$ cat src/rtl/cmpf_pkg.sv
package cmpf_pkg;
    localparam int NARROW_W = 8;
    localparam int WIDE_W   = 2 * NARROW_W;
    localparam int NIB_W    = 4;
    localparam int NFLAG    = 5;

    localparam int F_C = 0;
    localparam int F_V = 1;
    localparam int F_Z = 2;
    localparam int F_N = 3;
    localparam int F_H = 4;

    typedef enum logic {
        W_NARROW = 1'b0,
        W_WIDE   = 1'b1
    } cmp_width_e;

    typedef struct packed {
        logic h;
        logic n;
        logic z;
        logic v;
        logic c;
    } cc_t;

    typedef struct packed {
        logic [WIDE_W-1:0] diff;
        logic              borrow;
        logic              half;
        logic              sgn_r;
        logic              sgn_m;
        logic              sgn_d;
    } lane_res_t;

    function automatic logic [NFLAG-1:0] write_mask(input cmp_width_e w);
        logic [NFLAG-1:0] m;
        m = '1;
        if (w == W_WIDE) m[F_H] = 1'b0;
        return m;
    endfunction
endpackage

$ cat src/rtl/cmpf_sub.sv
module cmpf_sub
    import cmpf_pkg::*;
#(
    parameter int NW = NARROW_W,
    parameter int WW = WIDE_W,
    parameter int NB = NIB_W
) (
    input  cmp_width_e     width_sel,
    input  logic [WW-1:0]  reg_val,
    input  logic [WW-1:0]  opnd,
    output lane_res_t      res
);
    localparam int NLANE = 2;

    lane_res_t lanes [NLANE];

    logic [NB:0] nib_d;
    assign nib_d = {1'b0, reg_val[NB-1:0]} - {1'b0, opnd[NB-1:0]};

    for (genvar g = 0; g < NLANE; g++) begin : g_lane
        localparam int LW = (g == 0) ? NW : WW;
        logic [LW:0]   d;
        logic [WW-1:0] dz;
        assign d  = {1'b0, reg_val[LW-1:0]} - {1'b0, opnd[LW-1:0]};
        assign dz = WW'(d[LW-1:0]);
        assign lanes[g] = {dz, d[LW], nib_d[NB], reg_val[LW-1], opnd[LW-1], d[LW-1]};
    end

    assign res = (width_sel == W_WIDE) ? lanes[1] : lanes[0];
endmodule

$ cat src/rtl/cmpf_flags.sv
module cmpf_flags
    import cmpf_pkg::*;
(
    input  lane_res_t res,
    output cc_t       cc
);
    always_comb begin
        cc.c = res.borrow;
        cc.n = res.sgn_d;
        cc.z = (res.diff == '0);
        cc.v = (res.sgn_r ^ res.sgn_m) & (res.sgn_r ^ res.sgn_d);
        cc.h = res.half;
    end
endmodule

$ cat src/rtl/cmpf_ccreg.sv
module cmpf_ccreg
    import cmpf_pkg::*;
(
    input  logic             clk,
    input  logic             rst,
    input  logic             strobe,
    input  cmp_width_e       width_sel,
    input  cc_t              nxt,
    output cc_t              q,
    output logic [NFLAG-1:0] mask
);
    logic [NFLAG-1:0] wmask;
    logic [NFLAG-1:0] q_vec;
    logic [NFLAG-1:0] nxt_vec;

    assign wmask   = write_mask(width_sel);
    assign nxt_vec = nxt;
    assign q       = q_vec;

    always_ff @(posedge clk) begin
        if (rst) begin
            q_vec <= '0;
            mask  <= '0;
        end else begin
            mask <= strobe ? wmask : '0;
            for (int i = 0; i < NFLAG; i++) begin
                if (strobe && wmask[i]) q_vec[i] <= nxt_vec[i];
            end
        end
    end

    p_hold_r9: assert property (@(posedge clk) disable iff (rst)
        !strobe |=> $stable(q_vec));

    p_mask_idle_r10: assert property (@(posedge clk) disable iff (rst)
        !strobe |=> (mask == '0));
endmodule

$ cat src/rtl/cmp_flag_unit.sv
module cmp_flag_unit
    import cmpf_pkg::*;
(
    input  logic        clk,
    input  logic        rst,
    input  logic        strobe,
    input  logic        wide,
    input  logic [15:0] reg_val,
    input  logic [7:0]  opnd_m,
    input  logic [7:0]  opnd_m1,
    output logic [4:0]  flags_q,
    output logic [4:0]  upd_mask
);
    cmp_width_e        wsel;
    logic [WIDE_W-1:0] opnd;
    lane_res_t         res;
    cc_t               cc_nxt;
    cc_t               cc_q;

    assign wsel = cmp_width_e'(wide);
    assign opnd = (wsel == W_WIDE) ? {opnd_m, opnd_m1} : {{NARROW_W{1'b0}}, opnd_m};

    cmpf_sub #(.NW(NARROW_W), .WW(WIDE_W), .NB(NIB_W)) u_sub (
        .width_sel (wsel),
        .reg_val   (reg_val),
        .opnd      (opnd),
        .res       (res)
    );

    cmpf_flags u_flags (
        .res (res),
        .cc  (cc_nxt)
    );

    cmpf_ccreg u_ccreg (
        .clk       (clk),
        .rst       (rst),
        .strobe    (strobe),
        .width_sel (wsel),
        .nxt       (cc_nxt),
        .q         (cc_q),
        .mask      (upd_mask)
    );

    assign flags_q = cc_q;

    p_h_keep_r7: assert property (@(posedge clk) disable iff (rst)
        (strobe && wide) |=> (flags_q[F_H] == $past(flags_q[F_H])));

    p_carry_narrow_r2: assert property (@(posedge clk) disable iff (rst)
        (strobe && !wide) |=> (flags_q[F_C] == ($past(reg_val[7:0]) < $past(opnd_m))));

    p_carry_wide_r2: assert property (@(posedge clk) disable iff (rst)
        (strobe && wide) |=> (flags_q[F_C] == ($past(reg_val) < $past({opnd_m, opnd_m1}))));

    p_zero_narrow_r4: assert property (@(posedge clk) disable iff (rst)
        (strobe && !wide) |=> (flags_q[F_Z] == ($past(reg_val[7:0]) == $past(opnd_m))));

    p_mask_wide_r10: assert property (@(posedge clk) disable iff (rst)
        (strobe && wide) |=> (upd_mask == 5'b01111));

    p_mask_narrow_r10: assert property (@(posedge clk) disable iff (rst)
        (strobe && !wide) |=> (upd_mask == 5'b11111));
endmodule

$ cat config.mk
export PLATFORM = sky130hd
export DESIGN_NAME = cmp_flag_unit
export DESIGN_NICKNAME = d
export VERILOG_FILES = /design/src/rtl/cmpf_pkg.sv /design/src/rtl/cmpf_sub.sv /design/src/rtl/cmpf_flags.sv /design/src/rtl/cmpf_ccreg.sv /design/src/rtl/cmp_flag_unit.sv
export SDC_FILE = /design/constraint.sdc
export NUM_CORES = 1
export LEC_CHECK = 0
export BUFFER_PORTS_ARGS = -buffer_cell sky130_fd_sc_hd__buf_2
export CORE_UTILIZATION = 47
export DETAILED_ROUTE_END_ITERATION = 8
export MAX_ROUTING_LAYER = met4
export PLACE_DENSITY = 0.85
export SKIP_LAST_GASP = 1
export SYNTH_ARGS = -nofsm -noshare
export SYNTH_HDL_FRONTEND = slang
export SYNTH_HIERARCHICAL = 1
export SYNTH_SLANG_ARGS = --single-unit
$ cat constraint.sdc
create_clock -name clk -period 3.1 [get_ports clk]
set_clock_uncertainty 0.2 [all_clocks]
set_input_delay 0.465 -clock clk [delete_from_list [all_inputs] [get_ports clk]]
set_output_delay 0.465 -clock clk [all_outputs]
set_load 0.05 [all_outputs]
==> flow_metrics.tcl, run 1 <==
set metrics [dict create \
    initial_core_util 0.513 \
    insertion_delay_ns 0.25 \
    drt_iter0_drc 64 \
    antenna_found_initial 0 \
    syn_area_per_cell_um2 7.62 \
    wire_per_inst_um 15.0 \
    rrSetupSlack_ns 2.27 \
    min_from "rst" \
    core_area_um2 2850 \
    hold_ws_ns 0.267 \
    portBuffers 45 \
    min_path_cells 2 \
    status "finished with violations" \
    crit_slowest_cell "a211oi_4" \
    cts_root_buf "clkbuf_4" \
    final_common_cell "buf_2" \
    clock_path_buffers 2 \
    path_clk_slew_ns 0.05 \
    gp_congestion 0.915 \
    hold_viol_final 0 \
    crit_fanout 6 \
    final_cell_mix "buf_2 (44), buf_4 (23), inv_1 (19), nor2_1 (16), nand2_1 (13)" \
    grt_pass1_vias 1469 \
    slew_viol_final 0 \
    die_y_um 57.8 \
    crit_path_end_kind "register" \
    tns_ns 0 \
    synthArstFlopShare 0 \
    clockPowerShare 0.129 \
    syn_to_final_growth_pct 46.6 \
    cp_top_family "simple AND/OR/NAND/NOR gates" \
    cp.required_ns 3.09 \
    synth_edf_count 0 \
    n_fill_cell 183 \
    drt-total-wl_mm 4.33 \
    peakVddDrop_uv 206 \
    switching_share 0.431 \
    drtAntennaViolNets 0 \
    drive_gt1_frac 0.461 \
    power_density_nw_per_um2 300 \
    rsz0062_at_grt "true" \
    yosysSeqAreaShare 0.0958 \
    violations "DRC" \
    slowest_delay_ns 0.36 \
    max_freq_mhz 328 \
    r2r_start "u_ccreg/q[1]" \
    crit_type "primary input to register" \
    leakage_nw 1.03 \
    dpl.hpwl_mm 3.17 \
    ys_types 49 \
    p_sw_mw 0.277 \
    synth_cells 192 \
    setup_violations 0 \
    startpoint_type "primary input" \
    p_comb_frac 0.718 \
    fin_nets 313 \
    synth.net_count 246 \
    die_w_um 57.8 \
    synth_flop_cell "dfxtp_1" \
    ys_warn_count 6 \
    slew_headroom 0.690 \
    grt_usage 0.252 \
    cts_buffers 3 \
    max-cap-violations 0 \
    hp-class "primary input to register" \
    fin_crit_ns 3.05 \
    post-route-period-util 0.983 \
    rr_endpoint "u_ccreg/q[1]" \
    finalPower_mw 0.643 \
    num_io_pins 46 \
    overflow 0 \
    cp.arrival_ns 3.03 \
    cts_tree "built" \
    cts-htree-levels 1 \
    tightest_slew_ns 0.462 \
    grt_pass1_wl_mm 6.40 \
    ys_seq_elements 7 \
    reg2regPathDepth 2 \
    pwr-share-seq 0.154 \
    antenna_cells 0 \
    cp_num_buf_inv 4 \
    ctsHoldBuffers 0 \
    whs_endpoint "u_ccreg/q[0]" \
    drtPass1Iterations 6 \
    crit_chain "buf_12 -> buf_4 -> mux2_2 -> inv_1 -> ha_4 -> o2111ai_4 -> a211oi_4 -> buf_4 -> nor3_4 -> o21ai_2 -> mux2i_1 -> nor4_2 -> and4_1 -> mux2i_1 -> nor2_1" \
    grt_max_degree 18 \
    viasPerCell 5.48 \
    syn_area_um2 1460 \
    intPower_mw 0.366 \
    num_vias 1585 \
    row_count 19 \
    drcViolationCount 2 \
    dieArea_um2 3340 \
    clkSinkCount 7 \
]
==> through the flow <==
step                      setup WS (ns)  area (um^2)  instances   util
final                            0.0531         2140        289  0.752
after detailed placement         -0.390         1820        281  0.638
after CTS                      -0.00221         1870        285  0.654
after global placement           -0.303         1820        281  0.638
after floorplan                 0.00183         1470        192      -
after global routing            -0.0514         2140        289  0.752
==> power by group through the flow <==
stage	logic (mW)	clock network [mW]	registers, mW
2_1_floorplan	0.239	0	0.121
3_3_place_gp	0.355	0	0.100
3_5_place_dp	0.365	0	0.101
4_1_cts	0.373	0.0855	0.0989
5_1_grt	0.498	0.0889	0.0992
6_report	0.462	0.0828	0.0988
==> area by class of cell <==
cell class	instances	area (um^2)	area share
well taps	31	38.8	0.0181
flip-flops and latches	7	140	0.0653
clock buffers	4	26.3	0.0123
repair buffers	73	473	0.221
inverters	22	85.1	0.0397
multi-input cells	152	1380	0.644
==> how the worst max path moves through the flow <==
stage | end | slack, ns | from | depth (start not counted)
after floorplan | u_ccreg/q[2] | 0.002 | wide | 14
after global placement | u_ccreg/q[2] | -0.30 | wide | 14
after detailed placement | u_ccreg/q[2] | -0.39 | wide | 14
after CTS | u_ccreg/q[2] | -0.002 | wide | 14
after global routing | u_ccreg/q[2] | -0.05 | wide | 15
final | u_ccreg/q[2] | 0.05 | wide | 15
==> Yosys cell counts (2+ instances only) <==
cell | count | area (um^2)
inv_1 | 22 | 82.6
ha_1 | 17 | 213
nor2_1 | 16 | 60.1
a21oi_1 | 13 | 65.1
nand2_1 | 13 | 48.8
and2_1 | 8 | 50.1
mux2i_1 | 8 | 80.1
dfxtp_1 | 7 | 140
nand2b_1 | 7 | 43.8
xnor2_1 | 7 | 61.3
buf_4 | 6 | 45.0
mux2_2 | 6 | 67.6
nor4_1 | 4 | 25.0
o21ai_0 | 4 | 20.0
a21o_1 | 3 | 22.5
buf_6 | 3 | 33.8
nor2b_1 | 3 | 18.8
o21ai_1 | 3 | 15.0
a211oi_2 | 2 | 25.0
a21oi_2 | 2 | 17.5
and2b_1 | 2 | 15.0
and3_1 | 2 | 12.5
mux2_4 | 2 | 30.0
nand4_1 | 2 | 12.5
nor3_1 | 2 | 10.0
o211ai_1 | 2 | 15.0
o21a_1 | 2 | 15.0
o22ai_1 | 2 | 12.5
xor2_1 | 2 | 17.5
==> layer usage <==
metal / track usage / share of wire / wire [um]
met1: 0.303 / 0.43 / 1860
met2: 0.449 / 0.50 / 2170
met3: 0.0290 / 0.044 / 191
met4: 0.0612 / 0.024 / 102
met5: - / 0 / 0
==> sequential cells by signal, indices dropped and copies added (netlist names) <==
name          flops
u_ccreg/mask      2
u_ccreg/q         5
==> kinds of logic after synthesis <==
kind of cell,count (synthesis),share of synthesized area
flip-flops,7,0.0958
buffers and inverters,33,0.116
XOR/XNOR,9,0.0539
multiplexers,17,0.129
AND/OR/NAND/NOR,67,0.250
adder cells (fa/ha/maj),18,0.159
AO/OA/AOI/OAI,41,0.196
==> timing repair <==
action                     CTS  global route
pin swaps                    1            17
setup endpoints to repair    2             4
setup buffers                0             4
resized for setup            3            50
(Power assumes the default switching activity.)
==> run 2, diff against run 1 <==
CORE_UTILIZATION = 50   (was 47)
PLACE_DENSITY = 0.86   (was 0.85)
clock period = 3.6 ns   (was 3.1 ns; I/O delays follow)
==> flow_metrics.tcl, run 2 (synthesis results as in run 1) <==
set metrics [dict create \
    status "complete, no violations" \
    die_w_um 56.1 \
    core_area_um2 2760 \
    num_vias 1443 \
    clockPowerShare 0.165 \
    whs_endpoint "u_ccreg/q[4]" \
    clkSinkCount 7 \
    overflow 0 \
    grt_usage 0.222 \
    syn_to_final_growth_pct 15.1 \
    intPower_mw 0.244 \
    peakVddDrop_uv 218 \
    reg2regPathDepth 2 \
    fin_nets 287 \
    r2r_start "u_ccreg/q[3]" \
    portBuffers 45 \
    viasPerCell 5.49 \
    tightest_slew_ns 0.390 \
    rr_endpoint "u_ccreg/q[3]" \
    crit_type "primary input to register" \
    dieArea_um2 3150 \
    tns_ns 0 \
    max_freq_mhz 295 \
    antenna_found_initial 0 \
    antenna_cells 0 \
    initial_core_util 0.530 \
    min_path_cells 2 \
    drtPass1Iterations 4 \
    drive_gt1_frac 0.293 \
    cts_tree "built" \
    p_comb_frac 0.639 \
    crit_path_end_kind "register" \
    startpoint_type "primary input" \
    cp.arrival_ns 3.37 \
    n_fill_cell 265 \
    path_clk_slew_ns 0.06 \
    largest_reg_flops 5 \
    hold_viol_final 0 \
    post-route-period-util 0.941 \
    drt-total-wl_mm 3.24 \
    pwr-share-seq 0.196 \
    cts_root_buf "clkbuf_4" \
    min_from "u_ccreg/q[4]" \
    rsz0062_at_grt "false" \
    leakage_nw 0.858 \
    slew_headroom 0.739 \
    wire_per_inst_um 12.3 \
    ctsHoldBuffers 0 \
    power_density_nw_per_um2 258 \
    drtAntennaViolNets 0 \
    cp.required_ns 3.59 \
    grt_pass1_wl_mm 5.46 \
    final_common_cell "buf_2" \
    grt_pass1_vias 1307 \
    final_cell_mix "buf_2 (44), inv_1 (22), ha_1 (17), nor2_1 (16)" \
    drt_iter0_drc 36 \
    cts-htree-levels 1 \
    clock_path_buffers 2 \
    p_sw_mw 0.190 \
    setup_violations 0 \
    die_y_um 56.1 \
    hold_ws_ns 0.270 \
    max-cap-violations 0 \
    insertion_delay_ns 0.26 \
    fin_crit_ns 3.39 \
    rrSetupSlack_ns 2.81 \
    crit_fanout 16 \
    hp-class "register to register" \
    gp_congestion 0.959 \
    drcViolationCount 0 \
    num_io_pins 46 \
    grt_max_degree 18 \
    switching_share 0.438 \
    row_count 19 \
    dpl.hpwl_mm 2.73 \
    slew_viol_final 0 \
    cts_buffers 3 \
]
[run 2: cell types whose count changed in the layout (fill, tap and decap cells not counted), sizes merged]
cell	previous run	this run
buf	73	46
clkbuf	4	5
[run 2: power groups by stage]
stage                     clock network [mW]  logic (mW)  registers, mW
final                                 0.0717       0.278         0.0852
after CTS                             0.0746       0.276         0.0851
after global placement                     0       0.270         0.0865
after detailed placement                   0       0.275         0.0866
after floorplan                            0       0.203          0.104
after global routing                  0.0788       0.306         0.0856
[run 2: stage by stage]
| step | util | cell area (um^2) | std cells | power [mW] | setup WS [ns] |
|---|---|---|---|---|---|
| 2_1_floorplan | - | 1460 | 192 | 0.307 | 0.411 |
| 3_3_place_gp | 0.600 | 1650 | 259 | 0.356 | 0.0705 |
| 3_5_place_dp | 0.600 | 1650 | 259 | 0.361 | -0.0462 |
| 4_1_cts | 0.609 | 1680 | 263 | 0.436 | 0.217 |
| 5_1_grt | 0.610 | 1680 | 263 | 0.470 | 0.0359 |
| 6_report | 0.610 | 1680 | 263 | 0.435 | 0.214 |
[run 2: area by class of cell]
class,count,area [um^2],area share
tap,31,38.8,0.0230
multi-input combinational,152,1150,0.685
clock buffer,4,26.3,0.0156
sequential,7,140,0.0833
timing repair buffer,47,243,0.144
inverter,22,82.6,0.0491
[run 2: worst max path at each step]
stage,startpoint,end,slack (ns)
5_1_grt,wide,u_ccreg/q[2],0.04
2_1_floorplan,wide,u_ccreg/q[2],0.41
3_5_place_dp,wide,u_ccreg/q[2],-0.05
4_1_cts,wide,u_ccreg/q[2],0.22
6_report,wide,u_ccreg/q[2],0.21
3_3_place_gp,wide,u_ccreg/q[2],0.07
[run 2: layer usage]
layer | wire, um | track usage | vias to the layer above | part of all wire
met2 | 1590 | 0.386 | 56 | 0.49
met3 | 188 | 0.0302 | 2 | 0.058
li1 | - | - | 746 | -
met1 | 1430 | 0.267 | 639 | 0.44
met4 | 31 | 0.0592 | 0 | 0.0096
met5 | 0 | - | - | 0
[run 2: worst max-delay path: stages]
cell and delay, ns:
clkbuf_4 0.21, mux2_2 0.37, ha_1 0.19, fa_1 0.40, nand2b_1 0.18, a21oi_1 0.16, a211oi_2 0.10, o221ai_1 0.27
xnor2_1 0.16, nor2_1 0.05, nor4_1 0.35, and4_1 0.23, mux2i_1 0.07, nor2_1 0.08
[run 2: repair_timing]
item	CTS	global route
endpoints found under the setup margin	0	1
setup buffers	0	0
resized for setup	0	1
==> run 3, diff against run 2 <==
ABC_AREA = 1   (was unset)
PLACE_DENSITY = 0.85   (was 0.86)
==> flow_metrics.tcl, run 3 <==
set metrics [dict create \
    synth_edf_count 0 \
    drive_gt1_frac 0.188 \
    drtAntennaViolNets 0 \
    r2r_start "u_ccreg/q[3]" \
    dpl.hpwl_mm 3.42 \
    portBuffers 45 \
    clkSinkCount 7 \
    die_y_um 59.2 \
    crit_path_end_kind "register" \
    drtPass1Iterations 5 \
    largest_reg_flops 5 \
    syn_area_um2 1640 \
    drt-total-wl_mm 3.93 \
    synth.most_common_cell "nand2_1" \
    reg2regPathDepth 2 \
    synth_common_cells "nand2_1 (110), inv_1 (68), nor2_1 (37)" \
    syn_area_per_cell_um2 5.26 \
    insertion_delay_ns 0.25 \
    tns_ns 0 \
    viasPerCell 4.67 \
    peakVddDrop_uv 82.9 \
    grt_usage 0.249 \
    fin_crit_ns 2.92 \
    cp.required_ns 3.54 \
    cts_tree "built" \
    num_io_pins 46 \
    row_count 20 \
    fin_nets 407 \
    clock_path_buffers 2 \
    gp_congestion 0.927 \
    synth_flop_cell "dfxtp_1" \
    initial_core_util 0.532 \
    postCtsSetupRepairBufs 0 \
    whs_endpoint "u_ccreg/mask[2]" \
    core_area_um2 3080 \
    drt_iter0_drc 117 \
    slew_headroom 0.792 \
    cts_root_buf "clkbuf_4" \
    hold_ws_ns 0.285 \
    hold_viol_final 0 \
    rr_endpoint "u_ccreg/q[3]" \
    leakage_nw 1.24 \
    final_common_cell "nand2_1" \
    final_cell_mix "nand2_1 (110), inv_1 (68), buf_2 (45), nor2_1 (37), ha_1 (17)" \
    crit_type "primary input to register" \
    post-route-period-util 0.812 \
    max_freq_mhz 342 \
    netlist.area_leader.share 0.252 \
    dieArea_um2 3510 \
    antenna_cells 0 \
    power_density_nw_per_um2 249 \
    yosysSeqAreaShare 0.0856 \
    slew_viol_final 0 \
    antenna_found_initial 0 \
    die_w_um 59.2 \
    syn_to_final_growth_pct 14.5 \
    ys_seq_elements 7 \
    cts_buffers 3 \
    min_path_cells 2 \
    cp.arrival_ns 2.86 \
    cts-htree-levels 1 \
    synth.net_count 365 \
    ys_types 28 \
    yosysTopAreaCell "nand2_1" \
    drcViolationCount 0 \
    final_area_um2 1870 \
    num_vias 1848 \
    tightest_slew_ns 0.312 \
    grt_pass1_vias 1659 \
    synth_cells 311 \
    ys_top_cells_by_area "nand2_1 (25%), inv_1 (16%), ha_1 (13%), dfxtp_1 (8.6%), nor2_1 (8.5%)" \
    path_clk_slew_ns 0.05 \
    finalPower_mw 0.467 \
    overflow 0 \
    setup_violations 0 \
    wire_per_inst_um 9.92 \
    rrSetupSlack_ns 2.75 \
    grt_max_degree 20 \
    synthArstFlopShare 0 \
    n_fill_cell 341 \
    ctsHoldBuffers 0 \
    ys_warn_count 6 \
    max-cap-violations 0 \
    status "complete, no violations" \
    min_from "rst" \
    grt_pass1_wl_mm 6.71 \
    cts_resized 0 \
    hp-class "primary input to register" \
    startpoint_type "primary input" \
    crit_fanout 19 \
    placed_area_um2 1850 \
    rsz0062_at_grt "false" \
]
run 3: changes by cell type after synthesis, sizes merged, moves of 7 or more:
cell / previous run / this run
nor2: 16 / 39
mux2: 9 / 0
and2: 8 / 1
inv: 22 / 73
nand3: 1 / 9
nand2b: 7 / 0
nand2: 13 / 116
mux2i: 8 / 0
run 3: worst max-delay path by stage:
stage / startpoint / to / slack (ns)
2_1_floorplan: wide / u_ccreg/q[2] / 0.87
3_3_place_gp: wide / u_ccreg/q[2] / 0.54
3_5_place_dp: wide / u_ccreg/q[2] / 0.43
5_1_grt: wide / u_ccreg/q[2] / 0.44
6_report: wide / u_ccreg/q[2] / 0.68
4_1_cts: wide / u_ccreg/q[2] / 0.70
run 3: area by class of cell:
type                       instances  area, um^2  share of cell area
clock buffer                       4        26.3              0.0140
timing repair buffer              46         233               0.124
inverter                          73         274               0.146
multi-input combinational        222        1150               0.611
tap                               44        55.1              0.0294
sequential                         7         140              0.0748
run 3: cell families (layout without fill, tap and decap cells):
family                   Yosys count  count (layout)  share of synthesized area
AND/OR/NAND/NOR                  170             170                      0.427
buffers and inverters             82             123                      0.214
AO/OA/AOI/OAI                     28              28                     0.0940
adder cells (fa/ha/maj)           18              18                      0.142
flip-flops                         7               7                     0.0856
XOR/XNOR                           6               6                     0.0367
run 3: power by group:
group / internal, mW / switching (mW) / total (mW) / leakage, nW
Combinational: 0.111 / 0.199 / 0.310 / 1.17
Sequential: 0.0831 / 0.00244 / 0.0855 / 0.0580
Clock: 0.0423 / 0.0294 / 0.0717 / 0.0150
run 3: through the flow:
stage	worst slack, ns	util	instances
2_1_floorplan	0.865	-	311
3_3_place_gp	0.540	0.600	392
3_5_place_dp	0.429	0.600	392
4_1_cts	0.697	0.609	396
5_1_grt	0.445	0.609	396
6_report	0.678	0.609	396
run 3: per-layer routing:
| layer | wire, um | GRT usage | up-vias |
|---|---|---|---|
| li1 | - | - | 998 |
| met1 | 1860 | 0.329 | 799 |
| met2 | 1880 | 0.432 | 51 |
| met3 | 194 | 0.0197 | 0 |
| met4 | 0 | 0.0136 | 0 |
| met5 | 0 | - | - |
run 3: critical path: stages:
cell	delay (ns)
buf_2	0.28
inv_2	0.13
nand2_1	0.08
nand2_1	0.09
ha_1	0.21
fa_1	0.44
nor2_4	0.15
nor2_4	0.06
o21ai_2	0.16
nand2_1	0.09
nand3_1	0.09
nand2_1	0.05
nor2_1	0.08
nor2_1	0.04
and2_1	0.14
nand2_1	0.05
nor2_1	0.03
nor2_1	0.10
nor2_1	0.05
